===== config.mk =====
export PLATFORM = sky130hd
export DESIGN_NAME = opq_flagged_combiner
export DESIGN_NICKNAME = d
export VERILOG_FILES = /design/src/rtl/opq_pkg.sv /design/src/rtl/opq_seq_ctl.sv /design/src/rtl/opq_mask_comb.sv /design/src/rtl/opq_out_reg.sv /design/src/rtl/opq_flagged_combiner.sv
export SDC_FILE = /design/constraint.sdc
export NUM_CORES = 1
export LEC_CHECK = 0
export ABC_AREA = 0
export BUFFER_PORTS_ARGS = -buffer_cell sky130_fd_sc_hd__buf_2
export CORE_ASPECT_RATIO = 1.1
export CORE_MARGIN = 2
export CORE_UTILIZATION = 45
export DETAILED_ROUTE_END_ITERATION = 16
export PLACE_DENSITY_LB_ADDON = 0.25
export SETUP_SLACK_MARGIN = 0.1
export SYNTH_ARGS = -nofsm -noshare
export SYNTH_HDL_FRONTEND = slang
export SYNTH_HIERARCHICAL = 1
export SYNTH_SLANG_ARGS = --single-unit

===== constraint.sdc =====
create_clock -name clk -period 4.3 [get_ports clk]
set_input_delay 0.86 -clock clk [delete_from_list [all_inputs] [get_ports clk]]
set_output_delay 0.86 -clock clk [all_outputs]
set_load 0.02 [all_outputs]

===== src/rtl/opq_pkg.sv =====
package opq_pkg;
   typedef logic [1:0] flag_pair_t;
   localparam flag_pair_t FLAGS_IDLE = 2'b00;
   localparam flag_pair_t FLAGS_RUN  = 2'b11;
endpackage


===== src/rtl/opq_seq_ctl.sv =====
module opq_seq_ctl #(
   parameter int WARMUP_CYC = 32,
   parameter int DWELL_CYC  = 8
) (
   input  logic       clk,
   input  logic       rst_n,
   input  logic       start_i,
   input  logic       done_i,
   output logic [1:0] flags_o,
   output logic       load_o
);
   import opq_pkg::*;
   localparam int CW = $clog2(WARMUP_CYC + 1);
   localparam logic [CW-1:0] CNT_WARM  = CW'(WARMUP_CYC);
   localparam logic [CW-1:0] CNT_DWELL = CW'(DWELL_CYC);
   localparam logic [CW-1:0] CNT_ONE   = CW'(1);

   generate
      if (DWELL_CYC < 1 || DWELL_CYC >= WARMUP_CYC) begin : g_bad_dwell
         $error("opq_seq_ctl: DWELL_CYC must lie in 1..WARMUP_CYC-1");
      end
   endgenerate

   flag_pair_t       flags_q;
   logic [CW-1:0]    cnt_q;
   logic             active;
   logic             in_tail;

   assign active  = (flags_q != FLAGS_IDLE);
   assign in_tail = active && (cnt_q >= CNT_DWELL);

   always_ff @(posedge clk or negedge rst_n) begin
      if (!rst_n) begin
         flags_q <= FLAGS_IDLE;
         cnt_q   <= '0;
      end else if (!active) begin
         if (start_i) begin
            flags_q <= FLAGS_RUN;
            cnt_q   <= CNT_ONE;
         end
      end else if (in_tail && done_i) begin
         flags_q <= FLAGS_IDLE;
         cnt_q   <= '0;
      end else if (cnt_q != CNT_WARM) begin
         cnt_q <= cnt_q + CNT_ONE;
      end
   end

   assign flags_o = flags_q;
   assign load_o  = active && (cnt_q == CNT_WARM) && !done_i;

   // a run only begins on a start pulse
   a_r2_run_needs_start: assert property (@(posedge clk) disable iff (!rst_n)
      $rose(flags_q[1]) |-> $past(start_i));
   // an early run end is ignored
   a_r4_early_done_ignored: assert property (@(posedge clk) disable iff (!rst_n)
      (active && cnt_q < CNT_DWELL && done_i) |=> (flags_q == FLAGS_RUN));
   // the flags only drop on an end indication
   a_r5_drop_needs_done: assert property (@(posedge clk) disable iff (!rst_n)
      $fell(flags_q[0]) |-> $past(done_i));
endmodule


===== src/rtl/opq_mask_comb.sv =====
module opq_mask_comb #(
   parameter int WORD_W  = 32,
   parameter bit MASK_EN = 1'b1
) (
   input  logic [WORD_W-1:0] fb_i,
   input  logic [WORD_W-1:0] ra_i,
   input  logic [WORD_W-1:0] rb_i,
   input  logic              mask_flag_i,
   output logic [WORD_W-1:0] y_o
);
   logic [WORD_W-1:0] sum_w;
   logic [WORD_W-1:0] rb_eff;

   assign sum_w = fb_i + ra_i;

   generate
      if (MASK_EN) begin : g_masked
         assign rb_eff = rb_i & {WORD_W{mask_flag_i}};
      end else begin : g_plain
         logic unused_flag;
         assign unused_flag = mask_flag_i;
         assign rb_eff = rb_i;
      end
   endgenerate

   assign y_o = sum_w ^ rb_eff;
endmodule


===== src/rtl/opq_out_reg.sv =====
module opq_out_reg #(
   parameter int WORD_W = 32
) (
   input  logic              clk,
   input  logic              rst_n,
   input  logic              load_i,
   input  logic [WORD_W-1:0] d_i,
   output logic [WORD_W-1:0] q_o,
   output logic              vld_o
);
   always_ff @(posedge clk or negedge rst_n) begin
      if (!rst_n) begin
         q_o   <= '0;
         vld_o <= 1'b0;
      end else begin
         vld_o <= load_i;
         if (load_i) q_o <= d_i;
      end
   end
endmodule


===== src/rtl/opq_flagged_combiner.sv =====
module opq_flagged_combiner #(
   parameter int WORD_W     = 32,
   parameter int WARMUP_CYC = 32,
   parameter int DWELL_CYC  = 8,
   parameter bit MASK_EN    = 1'b1
) (
   input  logic              clk,
   input  logic              rst_n,
   input  logic              start,
   input  logic              done,
   input  logic [WORD_W-1:0] fb_word,
   input  logic [WORD_W-1:0] ra_word,
   input  logic [WORD_W-1:0] rb_word,
   output logic              flag_hi,
   output logic              flag_lo,
   output logic [WORD_W-1:0] word_out,
   output logic              word_vld
);
   logic [1:0]        flags;
   logic              load;
   logic [WORD_W-1:0] comb;

   opq_seq_ctl #(.WARMUP_CYC(WARMUP_CYC), .DWELL_CYC(DWELL_CYC)) i_ctl (
      .clk(clk), .rst_n(rst_n), .start_i(start), .done_i(done),
      .flags_o(flags), .load_o(load));

   opq_mask_comb #(.WORD_W(WORD_W), .MASK_EN(MASK_EN)) i_comb (
      .fb_i(fb_word), .ra_i(ra_word), .rb_i(rb_word),
      .mask_flag_i(flags[1]), .y_o(comb));

   opq_out_reg #(.WORD_W(WORD_W)) i_oreg (
      .clk(clk), .rst_n(rst_n), .load_i(load), .d_i(comb),
      .q_o(word_out), .vld_o(word_vld));

   assign flag_hi = flags[1];
   assign flag_lo = flags[0];

   // output is only valid while the mask flag is set
   a_r9_valid_has_flag: assert property (@(posedge clk) disable iff (!rst_n)
      word_vld |-> flag_hi);
   // masked result equals the plain function of the previous inputs
   a_r8_word_value: assert property (@(posedge clk) disable iff (!rst_n)
      word_vld |-> (word_out == (($past(fb_word) + $past(ra_word)) ^ $past(rb_word))));
endmodule


==> impl_metrics.toml <==
[power_and_ir_drop]
clock_share_of_power = 0.160
total_leakage_power_uw = 0.002394
power.share.combinational = 0.512
swShare = 0.4079
power_dissipated_by_switching_net_loads_uw = 639.7
cellInternalPower_uw = 928.7
p_per_area_nw_per_um2 = 327.9
peak_supply_drop_v = 0.0001432
seqPwrFrac = 0.328

[clock_tree]
post-cts-setup-buffers = 0
path_clk_slew_ns = 0.09
cts_tree = "done"
cts_num_sinks = 40
ctsHoldBuffers = 0
numCtsBuffers = 5
cts-resized-gates = 0
cts.htree.levels = 2
cts_buffer_depth = 2
clk_root_buffer_cell = "clkbuf_8"
clock_latency_ns = 0.30

[cells_and_area]
area.growth.synth_to_final_pct = 19.84
final_layout_size_suffix_gt1_frac = 0.3513
nNetsFinal = 692

[critical_path]
crit_path_end_kind = "flip-flop"
number_of_buffer_and_inverter_instances_along_the_worst_setup_path = 1
path_class = "primary input to flip-flop"
critical_path_required_ns = 4.48
cp_max_fo = 4
critical_path.max_stage_delay_ns = 0.41
data_arrival_time_of_the_worst_path_ns = 3.29
cp_cell_sequence = "buf_2, ha_1, fa_1, a21oi_1, o22ai_1, o211ai_1, o21ba_2, nor2_1, a211o_1, xnor2_1, mux2_4"
critPathLaunchType = "primary input"
cpLargestDelayFamily = "compound AO/OA/AOI/OAI gates"
slowest_stage = "fa_1"

[timing]
post-route-min-period_ns = 3.105
slew_violations = 0
final_min_period_over_clock_period = 0.7221
final-hold-violation-count = 0
final_critical_path_setup_slack_ns = 1.195
setup_violations = 0
maxClockFrequency_mhz = 322.0
setup_repair_after_global_routing_missed_its_margin = "no"
worst_pin_slew_ns = 0.9043
worst_slew_margin = 0.3971
setup_total_negative_slack_ns = 0
worst_clock_skew_ns = 0.009159

[drt]
routed_wirelength_um = 9789
post-route-drc-count = 0
avgRoutedWirePerCell_um = 14.55
detail_route.first_pass.iterations = 6
vias = 3594
detail_route.vias_per_cell = 5.340
dr.first_iter.drc_count = 120
drt.antenna.violating_nets = 0

[synthesis]
yosys_warnings = 6
postSynthAreaPerCell_um2 = 9.304
synth_sequential_area_ratio = 0.2508
synth.cell_area_um2 = 3991
number_of_flip_flops_and_latches_in_the_synthesized_netlist = 40
yosys_most_used_dff = "dfrtp_1"
synth_top_cell_by_area = "dfrtp_1"
synth.top_cells.by_area = "dfrtp_1 (25%), mux2_4 (11%), ha_1 (10%)"
synth_edf_count = 0
yosys.cell_types.count = 65
post_synth_inst_count = 429
post-synth-top-area-fraction = 0.2508
synth_async_sr_flop_share = 1.000
synth.net_count = 563

[hold_path]
hold_path_class = "flip-flop to flip-flop"

[placed_design]
place_ws_ns = 0.9090
detailedPlacementHpwl_um = 7985
portBuffers = 134
gp_congestion = 0.8221

[die]
die_width_um = 93.80
dieHeight_um = 102.8
floorplan.io_pins = 135
fp.dieArea_um2 = 9640
num_rows = 36
initial_cell_density_of_the_core = 0.4568
coreArea_um2 = 8738

[global_routing]
vias_in_the_first_global_route = 3400
aggregate_global_route_resource_usage = 0.2055
grt_pass1_wl_um = 15890
antenna_found_initial = 1
overflow = 0
largest_net_degree_at_the_start_of_global_routing = 41

[job]
drv.max_cap_violation_count = 0

[run_status]
run_status = "finished, final reports clean"
-- per-stage QoR --
| stage | area (µm²) | utilization | instances | hold WS, ns | power [µW] |
|---|---|---|---|---|---|
| 2_1_floorplan | 3991 | - | 429 | 0.5304 | 1111 |
| 3_3_place_gp | 4700 | 0.5378 | 665 | 0.4899 | 1307 |
| 3_5_place_dp | 4700 | 0.5378 | 665 | 0.4894 | 1323 |
| 4_1_cts | 4781 | 0.5471 | 672 | 0.5175 | 1578 |
| 5_1_grt | 4783 | 0.5474 | 673 | 0.5332 | 1685 |
| 6_report | 4783 | 0.5474 | 673 | 0.5120 | 1568 |
-- power by group through the flow --
stage | Combinational, µW | Clock (µW) | Sequential, µW
finish | 803 | 251 | 515
global placement | 787 | 0 | 520
detailed placement | 801 | 0 | 521
CTS | 804 | 259 | 515
floorplan | 564 | 0 | 547
global route | 883 | 276 | 525
-- cell type report --
class / count / area, µm²
inverter: 12 / 45.04
multi-input combinational: 362 / 2818
timing repair buffer: 137 / 693.2
fill: 828 / 3955
sequential: 40 / 1001
tap: 114 / 142.6
antenna: 1 / 2.502
clock inverter: 2 / 12.51
clock buffer: 5 / 68.82
-- layout by cell type, fill, tap and decap left out, types with 3 or more instances in the layout --
cell type | netlist | routed
nor3_1 | 4 | 4
a21oi_2 | 3 | 3
ha_1 | 33 | 33
a21o_1 | 12 | 12
xnor2_1 | 47 | 47
clkbuf_8 | 0 | 5
inv_1 | 12 | 12
nand2b_1 | 3 | 3
o21bai_1 | 3 | 3
o21ai_0 | 19 | 19
nand4_1 | 4 | 4
xor2_1 | 16 | 16
buf_4 | 4 | 3
nand2_1 | 56 | 56
dfrtp_1 | 40 | 40
o21ai_1 | 3 | 3
nand3_1 | 12 | 12
a21oi_1 | 33 | 33
o211ai_1 | 4 | 4
nor2_1 | 23 | 23
a211o_1 | 4 | 4
buf_2 | 1 | 134
mux2_4 | 30 | 30
and3_1 | 3 | 3
-- synthesized netlist by cell type (all sizes together) (2+ instances only) --
| master | number |
|---|---|
| a211o | 4 |
| xnor2 | 47 |
| o21a | 2 |
| nand4b | 2 |
| and3 | 3 |
| o2111ai | 2 |
| nand2 | 56 |
| inv | 12 |
| xor2 | 16 |
| a21oi | 37 |
| nand4 | 4 |
| o31ai | 3 |
| nor2 | 23 |
| nor4 | 3 |
| buf | 10 |
| clkbuf | 5 |
| and2 | 2 |
| a2111oi | 2 |
| nand2b | 3 |
| dfrtp | 40 |
| a21o | 13 |
| nor2b | 2 |
| nor3 | 4 |
| ha | 33 |
| o22ai | 3 |
| o211ai | 5 |
| o21bai | 3 |
| or2 | 2 |
| nand3 | 12 |
| a31oi | 2 |
| o21ai | 24 |
| a22o | 3 |
| mux2 | 32 |
-- metal layers --
metal | share of wire | wire [µm] | up-vias | global-route usage
li1 | - | - | 1791 | -
met1 | 0.44 | 4347 | 1665 | 0.2712
met2 | 0.49 | 4792 | 121 | 0.3505
met3 | 0.044 | 432 | 17 | 0.02339
met4 | 0.022 | 216 | 0 | 0.07246
met5 | 0 | 0 | - | 0
-- state kept, by name, indices dropped and copies added (netlist names) --
signal,count
i_ctl/flags_o,1
i_oreg/vld_o,1
i_ctl/cnt_q,6
i_oreg/q_o,32
-- final timing paths --
path	startpoint	to	slack (ns)	cells past startpoint
max in group asynchronous	rst_n	i_oreg/q_o[17]$_DFFE_PN0P_	3.05	1
hold / removal	i_oreg/q_o[20]$_DFFE_PN0P_	i_oreg/q_o[20]$_DFFE_PN0P_	0.51	1
setup / recovery	fb_word[0]	i_oreg/q_o[18]$_DFFE_PN0P_	1.19	11
setup reg to reg	i_ctl/flags_o[0]$_DFFE_PN0P_	i_oreg/q_o[28]$_DFFE_PN0P_	1.93	7
hold reg to reg	i_oreg/q_o[20]$_DFFE_PN0P_	i_oreg/q_o[20]$_DFFE_PN0P_	0.51	1
min in group asynchronous	rst_n	i_oreg/q_o[13]$_DFFE_PN0P_	0.68	1
-- worst reg2reg max path: stages, from the launching register on --
cell and delay (ns):
dfrtp_1 0.79, buf_4 0.37, nand2_1 0.11, xnor2_1 0.32, nor3_1 0.10, a211o_1 0.28
nor3b_1 0.18, mux2_4 0.17
-- logic make-up after synthesis --
family                     after synthesis  share of synthesized area
AOI/OAI and AO/OA                      110                     0.1931
buffers and inverters                   27                    0.04545
adders and majority gates               34                     0.1085
DFF                                     40                     0.2508
xor gates and xnor gates                63                     0.1382
and+or+nand+nor                        123                     0.1455
muxes                                   32                     0.1185
No activity file was read; power rests on OpenSTA's default activity.
